==> config.mk <==
export PLATFORM = sky130hd
export DESIGN_NAME = seqrec_top
export DESIGN_NICKNAME = d
export VERILOG_FILES = /design/src/rtl/seqrec_pkg.sv /design/src/rtl/seqrec_next.sv /design/src/rtl/seqrec_state_reg.sv /design/src/rtl/seqrec_out.sv /design/src/rtl/seqrec_top.sv
export SDC_FILE = /design/constraint.sdc
export NUM_CORES = 1
export LEC_CHECK = 0
export ABC_AREA = 1
export ABC_CLOCK_PERIOD_IN_PS = 1000
export BUFFER_PORTS_ARGS = -buffer_cell sky130_fd_sc_hd__buf_2
export CAP_MARGIN = 25
export CORE_AREA = 2 2 39 41
export DETAILED_ROUTE_END_ITERATION = 12
export DIE_AREA = 0 0 41 43
export PLACE_DENSITY = 0.3
export SLEW_MARGIN = 10
export SYNTH_ARGS = -nofsm -noshare
export SYNTH_HDL_FRONTEND = slang
export SYNTH_SLANG_ARGS = --single-unit
export TNS_END_PERCENT = 100
==> constraint.sdc <==
create_clock -name clk -period 1 [get_ports clk]
set_clock_uncertainty 0.15 [all_clocks]
set_input_delay 0.1 -clock clk [delete_from_list [all_inputs] [get_ports clk]]
set_output_delay 0.1 -clock clk [all_outputs]
set_load 0.005 [all_outputs]
==> src/rtl/seqrec_pkg.sv <==
package seqrec_pkg;

    localparam int STATE_W = 3;

    // Each state names the longest stream tail that is still a pattern prefix.
    typedef enum logic [STATE_W-1:0] {
        ST_EMPTY     = 3'd0,  // no useful tail
        ST_ONE       = 3'd1,  // tail 1
        ST_ONE_ONE   = 3'd2,  // tail 11
        ST_ONE_ONE_Z = 3'd3,  // tail 110
        ST_THREE     = 3'd4,  // tail 111
        ST_HIT_RUN   = 3'd5,  // tail 1111, match
        ST_HIT_GAP   = 3'd6   // tail 1101, match
    } rec_state_e;

    function automatic rec_state_e advance(input rec_state_e cur, input logic b);
        rec_state_e nxt;
        case (cur)
            ST_EMPTY:     nxt = b ? ST_ONE     : ST_EMPTY;
            ST_ONE:       nxt = b ? ST_ONE_ONE : ST_EMPTY;
            ST_ONE_ONE:   nxt = b ? ST_THREE   : ST_ONE_ONE_Z;
            ST_THREE:     nxt = b ? ST_HIT_RUN : ST_ONE_ONE_Z;
            ST_ONE_ONE_Z: nxt = b ? ST_HIT_GAP : ST_EMPTY;
            ST_HIT_RUN:   nxt = b ? ST_HIT_RUN : ST_ONE_ONE_Z;
            ST_HIT_GAP:   nxt = b ? ST_ONE_ONE : ST_EMPTY;
            default:      nxt = ST_EMPTY;
        endcase
        return nxt;
    endfunction

    function automatic logic is_hit(input rec_state_e s);
        return (s == ST_HIT_RUN) || (s == ST_HIT_GAP);
    endfunction

endpackage

==> src/rtl/seqrec_next.sv <==
module seqrec_next
    import seqrec_pkg::*;
(
    input  rec_state_e cur_state,
    input  logic       sample,
    output rec_state_e nxt_state
);
    always_comb begin
        nxt_state = advance(cur_state, sample);
    end
endmodule

==> src/rtl/seqrec_state_reg.sv <==
module seqrec_state_reg
    import seqrec_pkg::*;
(
    input  logic       clk,
    input  logic       rst,
    input  rec_state_e d,
    output rec_state_e q
);
    always_ff @(posedge clk) begin
        if (rst) q <= ST_EMPTY;
        else     q <= d;
    end

    // reset leaves the machine empty
    a_r1_reset_empties: assert property (@(posedge clk) rst |=> (q == ST_EMPTY));
endmodule

==> src/rtl/seqrec_out.sv <==
module seqrec_out
    import seqrec_pkg::*;
(
    input  rec_state_e state,
    output logic       hit
);
    always_comb begin
        hit = is_hit(state);
    end
endmodule

==> src/rtl/seqrec_top.sv <==
module seqrec_top
    import seqrec_pkg::*;
(
    input  logic clk,
    input  logic rst,
    input  logic bit_in,
    output logic match_out
);
    rec_state_e state_q;
    rec_state_e state_d;

    seqrec_next u_next (
        .cur_state (state_q),
        .sample    (bit_in),
        .nxt_state (state_d)
    );

    seqrec_state_reg u_reg (
        .clk (clk),
        .rst (rst),
        .d   (state_d),
        .q   (state_q)
    );

    seqrec_out u_out (
        .state (state_q),
        .hit   (match_out)
    );

    // no match right after reset
    a_r1_no_hit_after_reset: assert property (@(posedge clk) rst |=> !match_out);
    // a fourth consecutive one ends in a match
    a_r2_fourth_one: assert property (@(posedge clk) disable iff (rst)
        (state_q == ST_THREE && bit_in) |=> match_out);
    // 110 followed by 1 ends in a match
    a_r3_gap_pattern: assert property (@(posedge clk) disable iff (rst)
        (state_q == ST_ONE_ONE_Z && bit_in) |=> (match_out && state_q == ST_HIT_GAP));
    // a sampled zero never completes a pattern
    a_r4_zero_no_hit: assert property (@(posedge clk) disable iff (rst)
        !bit_in |=> !match_out);
    // a run match keeps matching while ones continue
    a_r5_run_overlap: assert property (@(posedge clk) disable iff (rst)
        (state_q == ST_HIT_RUN && bit_in) |=> match_out);
    // after a gap match, one more 1 leaves no match
    a_r6_reuse_tail: assert property (@(posedge clk) disable iff (rst)
        (state_q == ST_HIT_GAP && bit_in) |=> (!match_out && state_q == ST_ONE_ONE));
endmodule

==> impl_metrics.tcl <==
set metrics [dict create \
    dp_worst_setup_slack_ns -0.0717 \
    worstSetupPathType "reg2out" \
    cts_buffers 3 \
    r2r_cells 6 \
    largest_register_ffs 3 \
    die-area_um2 1760 \
    grt_pass1_wl_um 814 \
    reg_top3 "u_reg.q x3" \
    yosys_warnings 0 \
    final_nets 42 \
    power.density_nw_per_um2 1290 \
    min_from "bit_in" \
    hold_ws_ns 0.0119 \
    fin_crit_sh_pct 116 \
    vias 221 \
    ys_ff_latch 3 \
    gp_congestion 0.824 \
    p_switching_w 0.0000949 \
    period_needed_ns 1.16 \
    utilization_pct 22.2 \
    place.detailed.hpwl_um 300 \
    p_leak_nw 0.146 \
    crit_required_ns 0.75 \
    combinationalPowerShare_pct 13.7 \
    yosys-top-cells-area "dfxtp_1 36%, nor2_1 13%, nand2_1 11%" \
    antenna_left 0 \
    peakVddDrop_v 0.000501 \
    grt_max_degree 7 \
    p_int_w 0.000301 \
    worstPathArrival_ns 0.91 \
    core-area_um2 1380 \
    cts_root_buf "clkbuf_4" \
    dr.first_iter.drc_count 1 \
    worstSetupStartpointType "flop" \
    fin_tns_setup_ns -0.258 \
    wirelength_um 476 \
    cts_tree "built" \
    drive_gt1_share_pct 52.6 \
    finalNonFillerCells 54 \
    die_h_um 43 \
    rrSetupSlack_ns -0.09 \
    status "finished, violations left" \
    ys_types 10 \
    syn-cell-area_um2 168 \
    swShare_pct 24.0 \
    fin_ws_ns -0.159 \
    area_growth_syn_to_layout_pct 83.6 \
    antennaDiodeCount 0 \
    power.clock.fraction_pct 51.7 \
    timing.fmax_ghz 0.863 \
    die_w_um 41 \
    crit_fanout 2 \
    ys_seq_area_share_pct 35.8 \
    clk_latency_ns 0.23 \
    hold_path_class "in2reg" \
    start_util_pct 12.1 \
    hold_depth 3 \
    synth_top_area_share_pct 35.8 \
    avgSynthCellArea_um2 6.45 \
    slew_headroom_pct 89.2 \
    final_max_slew_viol_count 0 \
    drcViolationCount 0 \
    rows 14 \
    cap_violations 0 \
    setup_viol 3 \
    endpoint_kind "output port" \
    antenna_found_initial 0 \
    num_io_pins 4 \
    cts.sinks 3 \
    dr.pass1.iters 3 \
    grt_overflow 0 \
    p_seq_share_pct 34.6 \
    hold_path_end "u_reg.q[2]" \
    htree_levels 1 \
    grt_usage_pct 7.32 \
    r2r_start "u_reg.q[1]" \
    syn_nets 29 \
    synth_cells 26 \
    placedCellCount 47 \
    routed_via_density 4.09 \
    max_slew.worst_pin.slew_ns 0.162 \
    grt_pass1_vias 224 \
    max-clock-path-buffers 2 \
    post_drt_wl_per_cell_um 8.81 \
    clkTransAtPathRegs_ns 0.03 \
    synth_largest_area_cell "dfxtp_1" \
    portBuffers 3 \
    largest-register "u_reg.q" \
    hold_viol_final 0 \
    failed_checks "setup timing" \
    rsz0062_at_grt "yes" \
    reg2reg_to "u_reg.q[1]" \
]
## synthesized netlist by cell type, drive strengths merged
master / number
dfxtp: 3
nand3: 4
o21ai: 1
nand2: 5
inv: 3
nand4: 2
nor2: 6
a21oi: 1
a211oi: 1
## cells by family (layout without fill, tap and decap cells)
group	after synthesis	after routing	share of synthesized area, %
AOI/OAI and AO/OA	3	3	10.4
DFF	3	3	35.8
buffers and inverters	3	15	6.72
and+or+nand+nor	17	17	47.0
## area by class of cell
| type | instances | area, um2 |
|---|---|---|
| Sequential cell | 3 | 68.8 |
| Tap cell | 16 | 20.0 |
| Fill cell | 164 | 1080 |
| Clock buffer | 4 | 26.3 |
| Timing Repair Buffer | 8 | 58.8 |
| Multi-Input combinational cell | 20 | 123 |
| Inverter | 3 | 11.3 |
## how the worst max path moves through the flow
stage | slack, ns | start | cells after the start | to
finish | -0.16 | u_reg.q[1] | 4 | match_out
global route | -0.21 | u_reg.q[1] | 4 | match_out
CTS | -0.21 | u_reg.q[1] | 4 | match_out
detailed placement | -0.07 | u_reg.q[2] | 5 | u_reg.q[1]
global placement | -0.09 | u_reg.q[0] | 5 | u_reg.q[1]
floorplan | 0.01 | u_reg.q[2] | 5 | u_reg.q[1]
## through the flow
step	instance area (um2)	power, W
floorplan	168	0.000158
global placement	218	0.000179
detailed placement	218	0.000177
CTS	284	0.000408
global route	308	0.000429
finish	308	0.000396
## critical path, cell delays in order (launching register included)
cell and delay [ns]:
dfxtp_2 0.33, buf_6 0.10, nand2_4 0.04, o21ai_2 0.09
buf_2 0.12
## cell usage in the layout, fill, tap and decap left out
| master | instances |
|---|---|
| buf_6 | 1 |
| nor2_1 | 6 |
| nand2_2 | 1 |
| inv_2 | 2 |
| nand4_1 | 2 |
| dfxtp_4 | 2 |
| dlygate4sd3_1 | 1 |
| clkbuf_4 | 3 |
| buf_4 | 3 |
| a211oi_2 | 1 |
| nand3_4 | 1 |
| buf_2 | 3 |
| nand2_1 | 3 |
| dfxtp_2 | 1 |
| a21oi_1 | 1 |
| nand3_1 | 3 |
| clkbuf_1 | 1 |
| o21ai_2 | 1 |
| inv_1 | 1 |
| nand2_4 | 1 |
## routing by layer
layer  GRT usage (%)  routed length (um)  vias up
met4            7.33                   7        0
met1            6.41                 160      102
met5               0                   0        -
li1                -                   -      112
met2            10.3                 277        5
met3            4.71                  31        2
## what timing repair did
item,in CTS,in global routing
gates cloned,0,0
hold buffers,1,0
pin swaps,5,4
setup buffers,2,0
hold endpoints to repair,3,0
resized for setup,8,7
setup endpoints to repair,3,4
## power by group through the flow
| stage | registers (W) | clock network, W | logic, W |
|---|---|---|---|
| 6_report | 0.000137 | 0.000205 | 0.0000542 |
| 5_1_grt | 0.000138 | 0.000230 | 0.0000607 |
| 4_1_cts | 0.000137 | 0.000221 | 0.0000506 |
| 2_1_floorplan | 0.000135 | 0 | 0.0000236 |
| 3_5_place_dp | 0.000136 | 0 | 0.0000412 |
| 3_3_place_gp | 0.000137 | 0 | 0.0000427 |
(Power assumes the default switching activity.)
